<file path="src/rtl/pinc_pkg.sv">
// Shared role map for the control pin conditioner.
// Assumes pin indices 0..5 carry roles and any higher index is spare.
package pinc_pkg;
    localparam int PIN_EXT    = 0;
    localparam int PIN_THERM  = 1;
    localparam int PIN_MCHK   = 2;
    localparam int PIN_CKSTOP = 3;
    localparam int PIN_TBEN   = 4;
    localparam int PIN_SRST   = 5;
    localparam int NUM_ROLES  = 6;

    localparam int PEND_EXT   = 0;
    localparam int PEND_THERM = 1;
    localparam int PEND_MCHK  = 2;
    localparam int PEND_SRST  = 3;
    localparam int NUM_PEND   = 4;
endpackage

</file>
<file path="src/rtl/pinc_sync.sv">
// Multi-stage synchroniser, one chain per pin.
// Assumes pins are quasi-static relative to clk; no glitch filtering.
module pinc_sync #(
    parameter int WIDTH  = 8,
    parameter int STAGES = 2
) (
    input  logic             clk,
    input  logic             rst_n,
    input  logic [WIDTH-1:0] d_i,
    output logic [WIDTH-1:0] q_o
);
    logic [WIDTH-1:0] stage_q [STAGES];

    // First stage samples the raw pins.
    always_ff @(posedge clk) begin
        if (!rst_n) stage_q[0] <= '0;
        else        stage_q[0] <= d_i;
    end

    for (genvar s = 1; s < STAGES; s++) begin : g_stage
        // Each later stage re-samples the previous one.
        always_ff @(posedge clk) begin
            if (!rst_n) stage_q[s] <= '0;
            else        stage_q[s] <= stage_q[s-1];
        end
    end

    assign q_o = stage_q[STAGES-1];
endmodule

</file>
<file path="src/rtl/pinc_change_det.sv">
// Keeps the last acted-on level per role pin and flags real changes.
// Assumes bits at or above KNOWN are spare: their stored level is never updated.
module pinc_change_det #(
    parameter int WIDTH = 8,
    parameter int KNOWN = 6
) (
    input  logic             clk,
    input  logic             rst_n,
    input  logic [WIDTH-1:0] lvl_i,
    output logic [WIDTH-1:0] evt_o
);
    for (genvar gi = 0; gi < WIDTH; gi++) begin : g_bit
        if (gi < KNOWN) begin : g_role
            logic held_q;
            // Record the level each time a change is processed.
            always_ff @(posedge clk) begin
                if (!rst_n)          held_q <= 1'b0;
                else if (evt_o[gi])  held_q <= lvl_i[gi];
            end
            assign evt_o[gi] = lvl_i[gi] ^ held_q;
        end else begin : g_spare
            // Spare pins pass a raw indication; the decoder drops it.
            assign evt_o[gi] = lvl_i[gi];
        end
    end
endmodule

</file>
<file path="src/rtl/pinc_decode.sv">
// Turns per-pin change events into pending bits, halt and time-base run.
// Assumes evt_i is high only in the cycle a pin's level changed.
module pinc_decode
    import pinc_pkg::*;
#(
    parameter int WIDTH = 8
) (
    input  logic                clk,
    input  logic                rst_n,
    input  logic [WIDTH-1:0]    lvl_i,
    input  logic [WIDTH-1:0]    evt_i,
    input  logic                ack_mc_i,
    output logic [NUM_PEND-1:0] pend_o,
    output logic                halted_o,
    output logic                tb_run_o
);
    logic [NUM_PEND-1:0] pend_q;
    logic                halt_q;
    logic                tb_q;

    // Apply each pin's role on its change event; acknowledge loses to a new edge.
    always_ff @(posedge clk) begin
        if (!rst_n) begin
            pend_q <= '0;
            halt_q <= 1'b0;
            tb_q   <= 1'b0;
        end else begin
            if (ack_mc_i) pend_q[PEND_MCHK] <= 1'b0;
            for (int i = 0; i < WIDTH; i++) begin
                if (evt_i[i]) begin
                    case (i)
                        PIN_EXT:    pend_q[PEND_EXT]   <= lvl_i[i];
                        PIN_THERM:  pend_q[PEND_THERM] <= lvl_i[i];
                        PIN_MCHK:   if (!lvl_i[i]) pend_q[PEND_MCHK] <= 1'b1;
                        PIN_CKSTOP: if (lvl_i[i])  halt_q <= 1'b1;
                        PIN_TBEN:   tb_q <= lvl_i[i];
                        PIN_SRST:   pend_q[PEND_SRST]  <= lvl_i[i];
                        default:    ;
                    endcase
                end
            end
        end
    end

    assign pend_o   = pend_q;
    assign halted_o = halt_q;
    assign tb_run_o = tb_q;
endmodule

</file>
<file path="src/rtl/pin_cond.sv">
// Top of the control pin conditioner: synchroniser, change detector, decoder.
// Assumes NUM_PINS >= the number of role pins in pinc_pkg.
module pin_cond
    import pinc_pkg::*;
#(
    parameter int NUM_PINS    = 8,
    parameter int SYNC_STAGES = 2
) (
    input  logic                clk,
    input  logic                rst_n,
    input  logic [NUM_PINS-1:0] pin_i,
    input  logic                ack_mc_i,
    output logic [NUM_PEND-1:0] pend_o,
    output logic                halted_o,
    output logic                tb_run_o
);
    logic [NUM_PINS-1:0] sync_w;
    logic [NUM_PINS-1:0] evt_w;

    pinc_sync #(.WIDTH(NUM_PINS), .STAGES(SYNC_STAGES)) u_sync (
        .clk(clk), .rst_n(rst_n), .d_i(pin_i), .q_o(sync_w)
    );

    pinc_change_det #(.WIDTH(NUM_PINS), .KNOWN(NUM_ROLES)) u_det (
        .clk(clk), .rst_n(rst_n), .lvl_i(sync_w), .evt_o(evt_w)
    );

    pinc_decode #(.WIDTH(NUM_PINS)) u_dec (
        .clk(clk), .rst_n(rst_n), .lvl_i(sync_w), .evt_i(evt_w),
        .ack_mc_i(ack_mc_i), .pend_o(pend_o), .halted_o(halted_o),
        .tb_run_o(tb_run_o)
    );
endmodule

</file>
<file path="config.mk">
export PLATFORM = sky130hd
export DESIGN_NAME = pin_cond
export DESIGN_NICKNAME = d
export VERILOG_FILES = /design/src/rtl/pinc_pkg.sv /design/src/rtl/pinc_sync.sv /design/src/rtl/pinc_change_det.sv /design/src/rtl/pinc_decode.sv /design/src/rtl/pin_cond.sv
export SDC_FILE = /design/constraint.sdc
export NUM_CORES = 1
export LEC_CHECK = 0
export ABC_AREA = 1
export BUFFER_PORTS_ARGS = -buffer_cell sky130_fd_sc_hd__buf_2
export CORE_UTILIZATION = 48
export CTS_CLUSTER_SIZE = 10
export DETAILED_ROUTE_END_ITERATION = 7
export GPL_ROUTABILITY_DRIVEN = 0
export PLACE_DENSITY = 0.73
export SLEW_MARGIN = 20
export SYNTH_ARGS = -nofsm -noshare
export SYNTH_HDL_FRONTEND = slang
export SYNTH_HIERARCHICAL = 1
export SYNTH_SLANG_ARGS = --single-unit
</file>
<file path="constraint.sdc">
create_clock -name clk -period 0.8 [get_ports clk]
set_input_delay 0.04 -clock clk [delete_from_list [all_inputs] [get_ports clk]]
set_output_delay 0.04 -clock clk [all_outputs]
set_load 0.05 [all_outputs]
</file>
==> results of run 1 <==
state kept, by name, indices dropped and copies added (netlist names):
name / flops
u_sync/stage_q: 12
u_dec/pend_o: 4
u_dec/tb_run_o: 1
u_dec/halted_o: 1
u_det/g_bit.g_role.held_q: 6
final cells by class:
type	count	area (um^2)
fillers	151	558
flip-flops and latches	24	504
repair buffers	23	204
clock buffers	3	22.5
well taps	25	31.3
inverters	37	139
multi-input cells	53	249
timing repair:
action	CTS	global route
hold buffers	7	0
pin swaps	1	9
setup buffers	1	0
setup endpoints to repair	10	12
hold endpoints to repair	7	0
resized for setup	20	26
metal layers:
metal | vias to the layer above | GRT usage | share of wire
met5 | - | 0 | 0
met4 | 0 | 0.0909 | 0.0090
met3 | 2 | 0.0245 | 0.021
met2 | 10 | 0.259 | 0.54
met1 | 289 | 0.156 | 0.43
li1 | 366 | - | -
through the flow:
stage | power [mW] | cells
detailed placement | 1.51 | 154
finish | 2.04 | 165
CTS | 2.05 | 165
global placement | 1.49 | 154
floorplan | 1.46 | 116
global route | 2.14 | 165
power by group through the flow:
stage          clock, mW  sequential, mW  combinational [mW]
4_1_cts            0.510            1.29               0.252
3_5_place_dp           0            1.31               0.200
6_report           0.479            1.29               0.273
3_3_place_gp           0            1.30               0.192
5_1_grt            0.548            1.29               0.297
2_1_floorplan          0            1.36              0.0971
final timing paths:
| check | startpoint | end | slack [ns] | cells past startpoint |
|---|---|---|---|---|
| hold / removal | rst_n | u_det/g_bit[4].g_role.held_q$_SDFFE_PN0P_ | 0.06 | 3 |
| setup reg to reg | u_sync/stage_q[1][0]$_SDFF_PN0_ | u_dec/pend_o[0]$_SDFFE_PN0P_ | 0.01 | 5 |
| setup / recovery | u_dec/halted_o$_SDFFE_PN0P_ | halted_o | -0.05 | 1 |
| hold reg to reg | u_sync/stage_q[0][5]$_SDFF_PN0_ | u_sync/stage_q[1][5]$_SDFF_PN0_ | 0.42 | 2 |
==> flow_summary.yaml, run 1 <==
timing:
  clock_skew_ns: 0.000747
  fin_crit_ns: 0.846
  hold_viol: 0
  slew_headroom: 0.857
  fin_ws_ns: -0.0459
  rsz0062_at_grt: "true"
  report.final.slew_viol_count: 0
  worst_slew_pin_slew_ns: 0.215
  tns_ns: -0.244
  fmax_mhz: 1180
  finalCritPeriodShare: 1.06
  hold_slack_ns: 0.0552
  setup_violations: 6
power_and_ir_drop:
  p_leak_nw: 0.631
  intPower_mw: 1.55
  irDropWorstVdd_mv: 1.30
  swShare: 0.240
  p_seq_frac: 0.631
  power_frac_clock: 0.235
  powerDensity_nw_per_um2: 1770
  pwr-share-comb: 0.134
  switching_power_uw: 489
worst_setup_path:
  crit_family: "flip-flops"
  crit_type: "flop to output pin"
  crit_arrival_ns: 0.81
  cp-end-kind: "output pin"
  slowest_stage: "dfxtp_2"
  cp.required_ns: 0.76
  crit_fanout: 2
  path_cells: "buf_8"
  critical_path.startpoint_type: "flop"
  slowest_delay_ns: 0.36
  critPathBufInv: 1
cells_and_area:
  nets: 153
  layout-drive-gt1-share: 0.393
  final_cell_mix: "inv_1 (32), nand2_1 (25), dfxtp_2 (13), nand2_2 (13), dfxtp_1 (9)"
  final_common_cell: "inv_1"
  syn_to_final_growth_pct: 32.2
  antenna_cells: 0
  fin_area_um2: 1150
  final_core_util: 0.673
global_routing:
  grt_max_degree: 14
  grt.total_usage: 0.145
  grt-ovfl-total: 0
  antenna_found_initial: 0
  grt_pass1_vias: 584
  grt_pass1_wl_mm: 2.06
clock_tree:
  cts_max_level: 1
  clockBufferDepth: 2
  cts.sinks: 24
  cts_tree: "done"
  insertion_delay_ns: 0.30
  clk_pin_slew_worst_paths_ns: 0.11
  cts_buffers: 3
  cts-root-buf: "clkbuf_4"
placement:
  place_hpwl_um: 856
  place_area_um2: 955
  io_buffers: 14
  pre_cts_slack_ns: -0.0540
synth:
  syn_nets: 127
  yosys_warnings: 6
  avgSynthCellArea_um2: 7.50
  synth_area_um2: 870
  synthCells: 116
routing:
  totalWireLength_mm: 1.33
  wl_per_cell_um: 8.07
  drc_errors: 0
  dr.pass1.iters: 2
  ant_nets: 0
  initialDrtViolationCount: 1
  vias_per_cell: 4.04
  dr_total_vias: 667
floorplan:
  rows: 15
  io_pins: 17
  die-area_um2: 1990
  coreArea_um2: 1710
  die_w_um: 44.6
  die_h_um: 44.6
  start_util: 0.509
run_status:
  violations: "negative setup slack"
  status: "finished with violations"
run:
  maxCapViolCount: 0
min_path:
  min_path_type: "primary input to flop"
Power figures use the tool's default switching activity.
==> inputs of run 2 (changes only) <==
--- a/config.mk
+++ b/config.mk
@@ -6,12 +6,14 @@
 export NUM_CORES = 1
 export LEC_CHECK = 0
 export ABC_AREA = 1
+export ABC_CLOCK_PERIOD_IN_PS = 800
 export BUFFER_PORTS_ARGS = -buffer_cell sky130_fd_sc_hd__buf_2
 export CORE_UTILIZATION = 48
 export CTS_CLUSTER_SIZE = 10
 export DETAILED_ROUTE_END_ITERATION = 7
 export GPL_ROUTABILITY_DRIVEN = 0
 export PLACE_DENSITY = 0.73
+export SETUP_SLACK_MARGIN = 0.5
 export SLEW_MARGIN = 20
 export SYNTH_ARGS = -nofsm -noshare
 export SYNTH_HDL_FRONTEND = slang
==> run 2 against run 1 <==
The flow finishes with violations (negative hold slack, negative setup slack). Routed wire length increased by 8.9%. Critical path depth increased by 4. Clock skew increased by 0.0022 ns. Power increased by 1.9%. Utilization increased by 3.1 points. Final cell count decreased by 0.61%. Setup slack got worse by 0.023 ns. First-iteration DRC count increased to 7.0 times the previous value. Global-route usage increased by 1.5 points. Final area increased by 4.6%. Critical path type is now flop to flop.
==> flow_summary.yaml, run 2 (synthesis gave the netlist of run 1 again) <==
timing:
  report.final.slew_viol_count: 0
  hold_slack_ns: -0.0797
  setup_violations: 7
  fmax_mhz: 1150
  finalCritPeriodShare: 1.09
  fin_crit_ns: 0.869
  hold_viol: 7
  slew_headroom: 0.891
  fin_ws_ns: -0.0685
  clock_skew_ns: 0.00291
  rsz0062_at_grt: "true"
  worst_slew_pin_slew_ns: 0.164
routing:
  wl_per_cell_um: 8.84
  dr.pass1.iters: 4
  initialDrtViolationCount: 7
  vias_per_cell: 4.13
  totalWireLength_mm: 1.45
  dr_total_vias: 678
  drc_errors: 0
  ant_nets: 0
worst_setup_path:
  cp-end-kind: "flop"
  critical_path.startpoint_type: "flop"
  crit_type: "flop to flop"
  timing.rr.start: "u_sync/stage_q[1][3]$_SDFF_PN0_"
  crit_arrival_ns: 1.07
  crit_start: "u_sync/stage_q[1][3]$_SDFF_PN0_"
  crit_fanout: 4
  cp.required_ns: 1.00
floorplan:
  rows: 15
  coreArea_um2: 1710
  die_h_um: 44.6
  io_pins: 17
  die_w_um: 44.6
  start_util: 0.509
  die-area_um2: 1990
run:
  maxCapViolCount: 0
min_path:
  holdCritStartpoint: "pin_i[2]"
  min_path_type: "primary input to flop"
global_routing:
  grt-ovfl-total: 0
  antenna_found_initial: 0
  use_met3: 0.0490
  grtUsageMet1: 0.165
  grt.total_usage: 0.160
  grt_pass1_vias: 598
  grtUsageMet2: 0.303
  grt_max_degree: 15
  grt-busiest-layer: "met2"
  grt_pass1_wl_mm: 2.27
clock_tree:
  cts_buffers: 3
  cts_tree: "done"
  cts-root-buf: "clkbuf_4"
  cts.sinks: 24
  clockBufferDepth: 2
  clk_pin_slew_worst_paths_ns: 0.12
  cts_max_level: 1
  insertion_delay_ns: 0.30
power_and_ir_drop:
  swShare: 0.249
  irDropWorstVdd_mv: 1.26
  pwr-share-comb: 0.143
  intPower_mw: 1.56
  power_frac_clock: 0.239
  powerDensity_nw_per_um2: 1730
  p_leak_nw: 0.653
  power.total_mw: 2.08
  p_seq_frac: 0.618
  switching_power_uw: 518
placement:
  place_hpwl_um: 866
  io_buffers: 14
  place_area_um2: 1000
run_status:
  violations: "negative hold slack, negative setup slack"
  status: "finished with violations"
cells_and_area:
  syn_to_final_growth_pct: 38.3
  nets: 151
  regMostFlops: "u_sync/stage_q"
  final_common_cell: "inv_1"
  final_cell_mix: "inv_1 (24), nand2_1 (21), nand2_2 (15), dfxtp_2 (14), inv_2 (13)"
  antenna_cells: 0
  largest_register_ffs: 12
  fill_cells: 131
  layout-drive-gt1-share: 0.561
  fin_area_um2: 1200
[run 2: cell types whose count changed in the layout (fill, tap and decap cells not counted), sizes merged]
| cell | change |
|---|---|
| clkinv | +1 |
| dlygate4sd3 | -7 |
| buf | +5 |
[run 2: power groups by stage]
stage                     clock network, mW  logic (mW)  registers [mW]
after floorplan                           0       0.103            1.36
after global placement                    0       0.207            1.30
after detailed placement                  0       0.214            1.30
after CTS                             0.529       0.272            1.28
after global routing                  0.584       0.318            1.29
final                                 0.497       0.296            1.28
[run 2: critical path: stages (launching register included)]
cell     delay, ns
dfxtp_4       0.39
inv_2         0.05
nand2_2       0.05
nand2_2       0.05
a21oi_2       0.16
nor2_1        0.07
[run 2: final timing paths]
path,endpoint,cells past startpoint,slack (ns)
worst max register to register,u_dec/halted_o$_SDFFE_PN0P_,5,-0.07
worst min-delay path,u_sync/stage_q[0][2]$_SDFF_PN0_,3,-0.08
worst max-delay path,u_dec/halted_o$_SDFFE_PN0P_,5,-0.07
worst min register to register,u_sync/stage_q[1][2]$_SDFF_PN0_,2,0.42
[run 2: repair_timing]
item	4_1_cts	5_1_grt
setup endpoints to repair	24	24
setup buffers	4	2
pin swaps	3	5
endpoints found under the hold margin	7	7
resized for setup	34	22
[run 2: layout make-up]
type                    count  area (um^2)  area share
clock buffers               3         22.5      0.0187
clock inverters             1         3.75     0.00312
inverters                  37          139       0.116
multi-input cells          53          269       0.224
flip-flops and latches     24          524       0.436
well taps                  25         31.3      0.0260
repair buffers             21          213       0.177
[run 2: stage by stage]
step | TNS, ns | setup slack (ns) | hold WS [ns] | std cells | util
after floorplan | 0 | 0.0936 | 0.132 | 116 | -
after global placement | 0 | 0.0726 | 0.225 | 154 | 0.588
after detailed placement | 0 | 0.0351 | 0.228 | 154 | 0.588
after CTS | -0.363 | -0.0629 | -0.0925 | 162 | 0.674
after global routing | -0.761 | -0.0994 | -0.107 | 164 | 0.704
final | -0.343 | -0.0685 | -0.0797 | 164 | 0.704
[run 2: per-layer routing]
layer | routed length, um | vias up
li1 | - | 365
met1 | 592 | 302
met2 | 824 | 11
met3 | 34 | 0
met4 | 0 | 0
met5 | 0 | -
==> inputs of run 3 (changes only) <==
--- a/config.mk
+++ b/config.mk
@@ -8,11 +8,13 @@
 export ABC_AREA = 1
 export ABC_CLOCK_PERIOD_IN_PS = 800
 export BUFFER_PORTS_ARGS = -buffer_cell sky130_fd_sc_hd__buf_2
-export CORE_UTILIZATION = 48
+export CELL_PAD_IN_SITES_DETAIL_PLACEMENT = 1
+export CELL_PAD_IN_SITES_GLOBAL_PLACEMENT = 1
+export CORE_UTILIZATION = 35
 export CTS_CLUSTER_SIZE = 10
 export DETAILED_ROUTE_END_ITERATION = 7
 export GPL_ROUTABILITY_DRIVEN = 0
-export PLACE_DENSITY = 0.73
+export PLACE_DENSITY_LB_ADDON = 0.1
 export SETUP_SLACK_MARGIN = 0.5
 export SLEW_MARGIN = 20
 export SYNTH_ARGS = -nofsm -noshare
==> run 3 against run 2 <==
The run still ends with negative hold slack, negative setup slack left. First-iteration DRC count fell by 57%. Routed wire length rose by 22%. Largest power group unchanged. Clock skew rose by 0.0040 ns. Critical endpoint is now u_dec/pend_o[3]$_SDFFE_PN0P_. Clock power rose by 74%. Critical path depth fell by 1.
==> flow_summary.yaml, run 3 (synthesis gave the netlist of run 1 again) <==
clock_tree:
  insertion_delay_ns: 0.31
  clockBufferDepth: 2
  cts_tree: "done"
  cts_max_level: 1
  cts.sinks: 24
  clk_pin_slew_worst_paths_ns: 0.13
  cts-root-buf: "clkbuf_4"
  cts_buffers: 3
timing:
  fin_crit_ns: 0.905
  tns_ns: -0.495
  report.final.slew_viol_count: 0
  setup_violations: 7
  fmax_mhz: 1100
  fin_ws_ns: -0.105
  hold_viol: 7
  slew_headroom: 0.902
  rsz0062_at_grt: "true"
  worst_slew_pin_slew_ns: 0.147
  hold_slack_ns: -0.0978
  clock_skew_ns: 0.00694
  finalCritPeriodShare: 1.13
floorplan:
  die_w_um: 51.8
  die-area_um2: 2690
  start_util: 0.382
  rows: 17
  die_h_um: 51.8
  coreArea_um2: 2280
  io_pins: 17
cells_and_area:
  antenna_cells: 0
  final_common_cell: "inv_1"
  fill_cells: 277
  syn_to_final_growth_pct: 44.2
  layout-drive-gt1-share: 0.604
  instances_no_fill: 167
  largest_register_ffs: 12
  regMostFlops: "u_sync/stage_q"
  final_cell_mix: "inv_1 (25), nand2_2 (21), nand2_1 (15), dfxtp_2 (13), inv_2 (12)"
  nets: 151
global_routing:
  grt-ovfl-total: 0
  grt_pass1_wl_mm: 2.89
  grt_max_degree: 20
  grt_pass1_vias: 720
  grt.total_usage: 0.152
  antenna_found_initial: 0
power_and_ir_drop:
  p_leak_nw: 0.672
  powerDensity_nw_per_um2: 1960
  irDropWorstVdd_mv: 1.55
routing:
  wl_per_cell_um: 10.6
  totalWireLength_mm: 1.77
  dr.pass1.iters: 3
  drc_errors: 0
  initialDrtViolationCount: 3
  ant_nets: 0
  dr_total_vias: 697
  vias_per_cell: 4.17
worst_setup_path:
  cp.required_ns: 1.01
  critical_path.startpoint_type: "flop"
  crit_type: "flop to flop"
  crit_fanout: 3
  crit_arrival_ns: 1.12
  cp-end-kind: "flop"
min_path:
  min_path_type: "primary input to flop"
run_status:
  violations: "negative hold slack, negative setup slack"
  status: "finished with violations"
placement:
  place_hpwl_mm: 1.23
  dp.cells: 157
  io_buffers: 14
run:
  maxCapViolCount: 0
## run 3: cell count changes in the layout (fill, tap and decap cells not counted)
| cell | delta |
|---|---|
| clkinv_1 | -1 |
| inv_1 | +1 |
| buf_4 | -2 |
| nand2_1 | -6 |
| dfxtp_4 | +1 |
| clkbuf_4 | +1 |
| dfxtp_2 | -1 |
| bufinv_16 | +1 |
| nand2_2 | +6 |
| buf_6 | +1 |
| inv_2 | -1 |
## run 3: layout make-up
cell class | instances | area (um^2) | area share
timing repair buffer | 21 | 216 | 0.173
clock buffer | 3 | 22.5 | 0.0180
inverter | 37 | 139 | 0.111
clock inverter | 1 | 30.0 | 0.0240
multi-input combinational | 53 | 284 | 0.227
tap | 28 | 35.0 | 0.0279
sequential | 24 | 527 | 0.420
## run 3: timing repair
item,4_1_cts,5_1_grt
pin swaps,5,6
endpoints found under the hold margin,7,7
gates resized for setup,38,25
endpoints found under the setup margin,24,27
buffers inserted,4,2
## run 3: critical path: stages, from the launching register on
cell     delay (ns)
dfxtp_4        0.38
buf_6          0.11
buf_6          0.11
nor2_1         0.14
nor2_1         0.07
## run 3: power breakdown
group	switching, mW	leakage, nW	internal, mW
Sequential	0.0410	0.208	1.24
Combinational	0.172	0.437	0.139
Clock	0.359	0.0279	0.506
## run 3: per-layer routing
metal / global-route usage / vias up / routed length [um] / part of all wire
met5: 0 / - / 0 / 0
met4: 0.0811 / 0 / 13 / 0.0073
met3: 0.0263 / 2 / 40 / 0.023
met2: 0.299 / 12 / 1020 / 0.58
met1: 0.146 / 323 / 696 / 0.39
li1: - / 360 / - / -
## run 3: per-stage QoR
step / utilization / total power, mW / worst slack [ns] / instance area, um^2
6_report: 0.551 / 2.46 / -0.105 / 1250
5_1_grt: 0.551 / 2.58 / -0.154 / 1250
4_1_cts: 0.523 / 2.47 / -0.0917 / 1190
3_5_place_dp: 0.443 / 1.53 / -0.0414 / 1010
3_3_place_gp: 0.443 / 1.51 / 0.0606 / 1010
2_1_floorplan: - / 1.46 / 0.0936 / 913
## run 3: final timing paths
| kind | from | to | slack (ns) | cells past startpoint |
|---|---|---|---|---|
| max | u_sync/stage_q[1][5]$_SDFF_PN0_ | u_dec/pend_o[3]$_SDFFE_PN0P_ | -0.11 | 4 |
| min | pin_i[0] | u_sync/stage_q[0][0]$_SDFF_PN0_ | -0.1 | 3 |
| min reg2reg | u_sync/stage_q[0][3]$_SDFF_PN0_ | u_sync/stage_q[1][3]$_SDFF_PN0_ | 0.42 | 2 |
| max reg2reg | u_sync/stage_q[1][5]$_SDFF_PN0_ | u_dec/pend_o[3]$_SDFFE_PN0P_ | -0.11 | 4 |
